File: src/rtl/can_rep_pkg.sv
package can_rep_pkg;
    // synchronized input vector bit positions
    localparam int unsigned IN_LTX   = 0;
    localparam int unsigned IN_XTX   = 1;
    localparam int unsigned IN_ENA   = 2;
    localparam int unsigned IN_ENB   = 3;
    localparam int unsigned IN_CMPA  = 4;
    localparam int unsigned IN_CMPB  = 5;
    localparam int unsigned IN_THERM = 6;
    localparam int unsigned IN_W     = 7;

    // timed path indices
    localparam int unsigned P_LTX = 0;
    localparam int unsigned P_XTX = 1;
    localparam int unsigned P_RXA = 2;
    localparam int unsigned P_RXB = 3;
    localparam int unsigned NPATH = 4;

    // registered output state, 1 = dominant
    typedef struct packed {
        logic drv_a;
        logic drv_b;
        logic lrx;
        logic xrx;
    } out_st_t;
endpackage

File: src/rtl/can_rep_sync.sv
module can_rep_sync #(
    parameter int unsigned W      = 7,
    parameter int unsigned STAGES = 2,
    parameter logic [W-1:0] RST_VAL = '1
) (
    input  logic         clk,
    input  logic         rst_n,
    input  logic [W-1:0] d_i,
    output logic [W-1:0] q_o
);
    logic [W-1:0] stage_d [STAGES];
    logic [W-1:0] stage_q [STAGES];

    always_comb begin
        stage_d[0] = d_i;
        for (int i = 1; i < STAGES; i++) begin
            stage_d[i] = stage_q[i-1];
        end
    end

    always_ff @(posedge clk or negedge rst_n) begin
        if (!rst_n) begin
            for (int i = 0; i < STAGES; i++) stage_q[i] <= RST_VAL;
        end else begin
            for (int i = 0; i < STAGES; i++) stage_q[i] <= stage_d[i];
        end
    end

    assign q_o = stage_q[STAGES-1];
endmodule

File: src/rtl/can_rep_dom_timer.sv
module can_rep_dom_timer #(
    parameter int unsigned TMO_CYC = 5_000_000,
    localparam int unsigned CW = $clog2(TMO_CYC + 1)
) (
    input  logic clk,
    input  logic rst_n,
    input  logic dom_i,
    output logic dom_o
);
    typedef struct packed {
        logic [CW-1:0] cnt;
        logic          expd;
    } tmr_t;

    tmr_t st_d, st_q;

    always_comb begin
        st_d = st_q;
        if (!dom_i) begin
            st_d = '0;
        end else if (!st_q.expd) begin
            if (st_q.cnt == CW'(TMO_CYC - 1)) st_d.expd = 1'b1;
            else                              st_d.cnt  = st_q.cnt + 1'b1;
        end
    end

    always_ff @(posedge clk or negedge rst_n) begin
        if (!rst_n) st_q <= '0;
        else        st_q <= st_d;
    end

    assign dom_o = dom_i & ~st_q.expd;


    release_on_rec_chk: assert property (@(posedge clk) disable iff (!rst_n)
        !dom_i |=> !st_q.expd);

    expire_needs_dom_chk: assert property (@(posedge clk) disable iff (!rst_n)
        $rose(st_q.expd) |-> $past(dom_i));

    expire_sticky_chk: assert property (@(posedge clk) disable iff (!rst_n)
        st_q.expd && dom_i |=> !dom_o);
endmodule

File: src/rtl/can_rep_fb_mask.sv
module can_rep_fb_mask #(
    parameter int unsigned HOLD_CYC = 60,
    localparam int unsigned HW = $clog2(HOLD_CYC + 1)
) (
    input  logic clk,
    input  logic rst_n,
    input  logic drv_dom_i,
    output logic mask_o
);
    logic [HW-1:0] hold_d, hold_q;

    always_comb begin
        hold_d = hold_q;
        if (drv_dom_i)          hold_d = HW'(HOLD_CYC);
        else if (hold_q != '0)  hold_d = hold_q - 1'b1;
    end

    always_ff @(posedge clk or negedge rst_n) begin
        if (!rst_n) hold_q <= '0;
        else        hold_q <= hold_d;
    end

    assign mask_o = drv_dom_i | (hold_q != '0);


    mask_after_drive_chk: assert property (@(posedge clk) disable iff (!rst_n)
        drv_dom_i |=> mask_o);

    mask_at_release_chk: assert property (@(posedge clk) disable iff (!rst_n)
        $fell(drv_dom_i) |-> mask_o);
endmodule

File: src/rtl/can_dual_repeater.sv
module can_dual_repeater
    import can_rep_pkg::*;
#(
    parameter int unsigned SYNC_STAGES = 2,
    parameter int unsigned HOLD_CYC    = 60,
    parameter int unsigned TMO_CYC     = 5_000_000
) (
    input  logic clk,
    input  logic rst_n,
    input  logic ltx_n,
    input  logic xtx_n,
    input  logic en_a_n,
    input  logic en_b_n,
    input  logic cmp_a_n,
    input  logic cmp_b_n,
    input  logic therm_i,
    output logic drv_a_n,
    output logic drv_b_n,
    output logic lrx_n,
    output logic xrx_n
);
    localparam logic [IN_W-1:0] SYNC_RST = {1'b0, {(IN_W-1){1'b1}}};

    logic [IN_W-1:0]  raw_in, syn;
    logic             en_a, en_b, therm_s, mask_a, mask_b;
    logic [NPATH-1:0] path_in, path_out;
    logic             tx_any;
    out_st_t          st_d, st_q;

    assign raw_in = {therm_i, cmp_b_n, cmp_a_n, en_b_n, en_a_n, xtx_n, ltx_n};

    can_rep_sync #(.W(IN_W), .STAGES(SYNC_STAGES), .RST_VAL(SYNC_RST)) u_sync (
        .clk(clk), .rst_n(rst_n), .d_i(raw_in), .q_o(syn)
    );

    assign en_a    = ~syn[IN_ENA];
    assign en_b    = ~syn[IN_ENB];
    assign therm_s =  syn[IN_THERM];

    can_rep_fb_mask #(.HOLD_CYC(HOLD_CYC)) u_mask_a (
        .clk(clk), .rst_n(rst_n), .drv_dom_i(st_q.drv_a), .mask_o(mask_a)
    );
    can_rep_fb_mask #(.HOLD_CYC(HOLD_CYC)) u_mask_b (
        .clk(clk), .rst_n(rst_n), .drv_dom_i(st_q.drv_b), .mask_o(mask_b)
    );

    assign path_in[P_LTX] = ~syn[IN_LTX];
    assign path_in[P_XTX] = ~syn[IN_XTX];
    assign path_in[P_RXA] = en_a & ~syn[IN_CMPA] & ~mask_a;
    assign path_in[P_RXB] = en_b & ~syn[IN_CMPB] & ~mask_b;

    for (genvar p = 0; p < NPATH; p++) begin : g_tmr
        can_rep_dom_timer #(.TMO_CYC(TMO_CYC)) u_tmr (
            .clk(clk), .rst_n(rst_n), .dom_i(path_in[p]), .dom_o(path_out[p])
        );
    end

    assign tx_any = path_out[P_LTX] | path_out[P_XTX];

    always_comb begin
        st_d       = st_q;
        st_d.drv_a = ~therm_s & en_a & (tx_any | path_out[P_RXB]);
        st_d.drv_b = ~therm_s & en_b & (tx_any | path_out[P_RXA]);
        st_d.lrx   = tx_any | path_out[P_RXA] | path_out[P_RXB];
        st_d.xrx   = path_out[P_LTX] | path_out[P_RXA] | path_out[P_RXB];
    end

    always_ff @(posedge clk or negedge rst_n) begin
        if (!rst_n) st_q <= '0;
        else        st_q <= st_d;
    end

    assign drv_a_n = ~st_q.drv_a;
    assign drv_b_n = ~st_q.drv_b;
    assign lrx_n   = ~st_q.lrx;
    assign xrx_n   = ~st_q.xrx;


    therm_quiet_chk: assert property (@(posedge clk) disable iff (!rst_n)
        therm_s |=> drv_a_n && drv_b_n);

    dis_a_quiet_chk: assert property (@(posedge clk) disable iff (!rst_n)
        !en_a |=> drv_a_n);

    dis_b_quiet_chk: assert property (@(posedge clk) disable iff (!rst_n)
        !en_b |=> drv_b_n);

    local_tx_route_chk: assert property (@(posedge clk) disable iff (!rst_n)
        path_out[P_LTX] && en_a && !therm_s |=> !drv_a_n && !lrx_n && !xrx_n);

    ext_tx_no_echo_chk: assert property (@(posedge clk) disable iff (!rst_n)
        path_out[P_XTX] && !path_out[P_LTX] && !path_out[P_RXA] && !path_out[P_RXB]
        |=> xrx_n && !lrx_n);

    bus_a_repeat_chk: assert property (@(posedge clk) disable iff (!rst_n)
        path_out[P_RXA] && en_b && !therm_s |=> !drv_b_n && !lrx_n && !xrx_n);
endmodule

File: config.mk
export PLATFORM = sky130hd
export DESIGN_NAME = can_dual_repeater
export DESIGN_NICKNAME = d
export VERILOG_FILES = /design/src/rtl/can_rep_pkg.sv /design/src/rtl/can_rep_sync.sv /design/src/rtl/can_rep_dom_timer.sv /design/src/rtl/can_rep_fb_mask.sv /design/src/rtl/can_dual_repeater.sv
export SDC_FILE = /design/constraint.sdc
export NUM_CORES = 1
export LEC_CHECK = 0
export BUFFER_PORTS_ARGS = -buffer_cell sky130_fd_sc_hd__buf_2
export CAP_MARGIN = 20
export CORE_AREA = 2 2 104 106
export CTS_CLUSTER_DIAMETER = 120
export DETAILED_ROUTE_END_ITERATION = 12
export DIE_AREA = 0 0 106 108
export PLACE_DENSITY = 0.83
export SLEW_MARGIN = 20
export SYNTH_ARGS = -nofsm -noshare
export SYNTH_HDL_FRONTEND = slang
export SYNTH_SLANG_ARGS = --single-unit
File: constraint.sdc
create_clock -name clk -period 7.15 [get_ports clk]
set_input_delay 2.145 -clock clk [delete_from_list [all_inputs] [get_ports clk]]
set_output_delay 2.145 -clock clk [all_outputs]
set_load 0.02 [all_outputs]
Word level (Yosys, flattened, before mapping) --
Index checks and enable logic that the tools add are counted.
Storage, ports and cells: bits in registers 126, input bits 9, output and inout port bits 4
Cells by class: add/sub/neg operators 6, equality and inequality tests 12, mux-type cells 20, bitwise gates (word level) 37, reduce and logical (&&, ||, !) cells 8
Operators by type and width (count):
- $mux W24 | 8
- $add A23 B1 Y23 const B | 4
- $eq A23 B23 Y1 const B | 4
- $mux W23 | 4
- $mux W6 | 4
- $not A1 Y1 | 17
- $ne A2 B2 Y1 const B | 8
- $and A1 B1 Y1 | 12
- $reduce_bool A6 Y1 | 2
- $sub A6 B1 Y6 const B | 2
- $or A1 B1 Y1 | 8
- $reduce_and A2 Y1 | 4
- $mux W1 | 4
- $reduce_bool A2 Y1 | 2

Depth between registers and ports, before layout --
depth after elaboration 7, mapped depth 9, depth with buffers taken out 7

Cells and area by module --
From an unflattened synthesis, not the netlist that was laid out.
Unflattened totals: cells, all modules 624, area, all modules 6557.5 µm²
Modules (own cells, without submodules):
- can_rep_dom_timer | times used 4, cells an instance 131, area each 1341.3 µm²
- can_rep_fb_mask | times used 2, cells an instance 34, area each 330.3 µm²
- can_rep_sync | times used 1, cells an instance 14, area each 365.4 µm²
- can_dual_repeater | times used 1, cells an instance 18, area each 166.4 µm²

Worst setup path after synthesis --
No wires, ideal clock.
kind reg-to-output, from reg st_q[3] (netlist name), to out drv_a_n, arrival 0.580 ns, setup slack 4.425 ns, cell stages (with the launch flop) 2, cells stage by stage dfrtp_1 > inv_1
Between the ends: longest elaborated chain between the ends 1
Ends and longest elaborated chain:
- start: declaration | RTL line can_dual_repeater.sv:28 | out_st_t st_d, st_q;
- start signal: assignment | RTL line can_dual_repeater.sv:70 | else st_q <= st_d;
- $not A1 Y1 | RTL line can_dual_repeater.sv:73 | assign drv_a_n = ~st_q.drv_a;
- end: declaration | RTL line can_dual_repeater.sv:17 | output logic drv_a_n,
No other way between the ends.

Worst setup path after layout --
from reg st_q[2] (netlist name), to out drv_b_n
Between the ends: longest elaborated chain between the ends 1
Ends and longest elaborated chain:
- $not A1 Y1 | RTL line can_dual_repeater.sv:74 | assign drv_b_n = ~st_q.drv_b;
- end: declaration | RTL line can_dual_repeater.sv:18 | output logic drv_b_n,
No other way between the ends.

==> results.md <==
- Status: completed
- Port bufs: 12
- F_max: 294.3 MHz
- Tot Pwr: 1.747 mW
- Final Max Slew Viols: 0
- H-tree depth: 4
- Setup Skew: 0.006963 ns
- Synth Flop Type: dfrtp_1
- DR DRC count: 0
- Worst path required time: 5.01 ns
- P per Cell Area: 247.6 nW/um^2
- Post-synth cell types: 55
- Global route overflow: 0
- I/O pins: 13
- WHS: 0.3569 ns
- CP max FO: 6
- HPWL after detailed placement: 8247 um
- Core Area: 10230 um^2
- Mean post-synth cell area: 9.582 um^2
- Post-Route WL: 12980 um
- Skew-Pair Late Insertion Delay: 0.54 ns
- Clock share of power: 0.495
- Sw Pwr: 0.4221 mW
- Sw frac: 0.2415
- Layout area overhead: 11.42%
- Critical Path End Type: output port
- Comb pwr share: 0.054
- Post-CTS Setup Inserts: 0
- Final nets: 683
- Synth area leader: dfrtp_1
- Placed cell area: 6451 um^2
- Post-Syn Nets: 676
- Synth Register Bits: 126
- Die area: 11450 um^2
- Finished Layout Cells: 817
- Via density: 6.214
- Placed cells: 785
- Starting density of the core: 0.6191
- CTS tree: built
- Final min period: 3.398 ns
- Share of the synthesized area in the top cell type: 0.4504
- CTS max path bufs: 2
- Number of fill cells: 764
- Synth Instances: 661
- Fin crit share: 0.4752
- Die W: 106 um
- FF-to-FF path depth: 7
- GP Congestion: 0.8529
- Vias in the first global route: 4902
- Post-synthesis sequential area ratio: 0.5002
- Worst Hold Class: reg -> reg
- Clock sinks: 126
- Leakage Power: 2.753 nW
- WP depth: 2
- Number of flops mapped to enable cells by yosys: 0
- CTS Buf Count: 17
- Yosys warning count: 0
- Worst slew margin: 0.3608
- Register share of total power: 0.450
- First-pass GRT wire length: 22850 um
- Crit path largest cell delay: 0.44 ns
- Largest net degree at the start of global routing: 85
- Largest cells by area after synthesis: dfrtp_1 45%, dfstp_2 5.0%, nor2_1 4.4%
- Total track usage: 0.2506
- Int Pwr: 1.325 mW
- Peak VDD IR: 209.5 uV
- Final hold vios: 0
- # setup viols final: 0
- Die H: 108 um
- Worst path top cell family by delay: flip-flops
- Worst path slowest cell: dfrtp_1
- Hold Buf Count CTS: 0
- Startpoint class of the critical path: flop
- RSZ-0062 raised after global routing: false
- Initial drt markers: 263
- Final ANT Viol Nets: 0
- Share of layout cells above drive strength 1: 0.1101
- Post-detailed-route wirelength per cell: 15.88 um
- Asr flop ratio synth: 1.000
- Via count: 5077
- Row cnt: 37
- Initial antenna violation count: 0
- Post-CTS resize count: 0
- Worst path cell trace: inv_1 > buf_2
- Clock root cell: clkbuf_8
- Post-Syn Area: 6334 um^2
- Crit path kind: reg -> out
- Arrival @ worst endpoint: 1.25 ns
- Number of diodes: 0
- Worst-path clk slew: 0.06 ns
- Slew @ Worst Pin: 0.9514 ns
- Cell area after layout: 7057 um^2
- Max Cap Violations: 0
- CP Buf/Inv Count: 2
- Final setup TNS: 0 ns
- Worst hold stages: 0
- TritonRoute pass-1 iters: 5
## logic make-up (layout without fill, tap and decap cells)
family / after synthesis / after routing / share of synthesized area
AOI/OAI and AO/OA: 125 / 125 / 0.1241
xor gates and xnor gates: 42 / 42 / 0.05808
adders and majority gates: 6 / 6 / 0.01185
buffers and inverters: 47 / 67 / 0.03240
DFF: 126 / 126 / 0.5002
muxes: 5 / 5 / 0.008494
and+or+nand+nor: 310 / 310 / 0.2649
## path summary, 6_finish.rpt
path	start	end	slack [ns]
max	st_q[2]	drv_b_n	3.75
min in group asynchronous	rst_n	g_tmr[3].u_tmr.st_q[18]	1.65
max reg2reg	u_mask_a.hold_q[0]	st_q[0]	4.57
min	u_sync.stage_d[4]	u_sync.q_o[4]	0.36
max in group asynchronous	rst_n	u_sync.q_o[0]	4.44
min reg2reg	u_sync.stage_d[4]	u_sync.q_o[4]	0.36
## worst register-to-register path, cell delays in order, from the launching register on
cell and delay, ns:
dfrtp_1 0.42, inv_1 0.08, ha_1 0.20, or3b_4 0.40
or3_1 0.40, or4_4 0.61, a2bb2oi_1 0.24, o21ai_0 0.14
## layout by cell type (no fill, tap or decap), types with 20 or more instances in the layout
master   instances
nand3_1         29
o21ai_0         26
or3_1           20
nand4_1         33
nor2_1          75
dfrtp_1        114
a21oi_1         46
inv_1           22
nand2_1         48
xor2_1          25
## layer usage
layer  vias up  part of all wire  track usage
met5         -                 0            0
met4         0             0.013      0.08365
met3        19             0.048      0.06631
met2       126              0.49       0.4078
met1      2498              0.45       0.3306
li1       2434                 -            -
## power by group through the flow
stage | Clock, mW | Sequential [mW] | Combinational, mW
detailed placement | 0 | 0.799 | 0.0959
floorplan | 0 | 0.784 | 0.0670
global route | 0.910 | 0.792 | 0.111
finish | 0.866 | 0.787 | 0.0947
CTS | 0.878 | 0.787 | 0.0967
global placement | 0 | 0.795 | 0.0863
## cell type report
| type | instances | area [um^2] | area share |
|---|---|---|---|
| Clock buffer | 17 | 414.1 | 0.05869 |
| Clock inverter | 15 | 183.9 | 0.02606 |
| Inverter | 22 | 82.58 | 0.01170 |
| Multi-Input combinational cell | 488 | 2964 | 0.4200 |
| Sequential cell | 126 | 3168 | 0.4489 |
| Tap cell | 136 | 170.2 | 0.02411 |
| Timing Repair Buffer | 13 | 73.82 | 0.01046 |
## synth_stat cells (3+ instances only)
| master | number |
|---|---|
| and4_1 | 9 |
| a21oi_1 | 46 |
| a31o_2 | 4 |
| o31ai_1 | 14 |
| nor3_1 | 17 |
| nand4_1 | 33 |
| a211oi_1 | 4 |
| nor2b_1 | 5 |
| o211ai_1 | 6 |
| nor4_1 | 10 |
| dfrtp_1 | 114 |
| ha_1 | 6 |
| and2_1 | 5 |
| inv_1 | 22 |
| xnor2_1 | 17 |
| and3_1 | 10 |
| nand3_1 | 29 |
| xor2_1 | 25 |
| nand2_1 | 48 |
| nor4bb_1 | 4 |
| mux2_2 | 3 |
| o21ai_0 | 26 |
| nor4b_1 | 7 |
| o41ai_1 | 3 |
| or3_1 | 20 |
| buf_2 | 5 |
| clkbuf_1 | 15 |
| nor3b_1 | 5 |
| or4_1 | 18 |
| nor2_1 | 75 |
| or2_2 | 3 |
| dfstp_2 | 12 |
| o21a_1 | 3 |
| nand2b_1 | 6 |
## per-stage QoR
stage	setup slack [ns]	util
finish	3.752	0.6897
global route	3.694	0.6897
CTS	3.731	0.6890
detailed placement	3.590	0.6305
global placement	3.614	0.6305
floorplan	4.425	-
## registers in the layout (all words and copies together) (netlist names)
name	cells
u_mask_a.hold_q	6
g_tmr.u_tmr.st_q	96
st_q	4
u_mask_b.hold_q	6
u_sync.stage_d	7
u_sync.q_o	7
No activity file was read; power rests on OpenSTA's default activity.
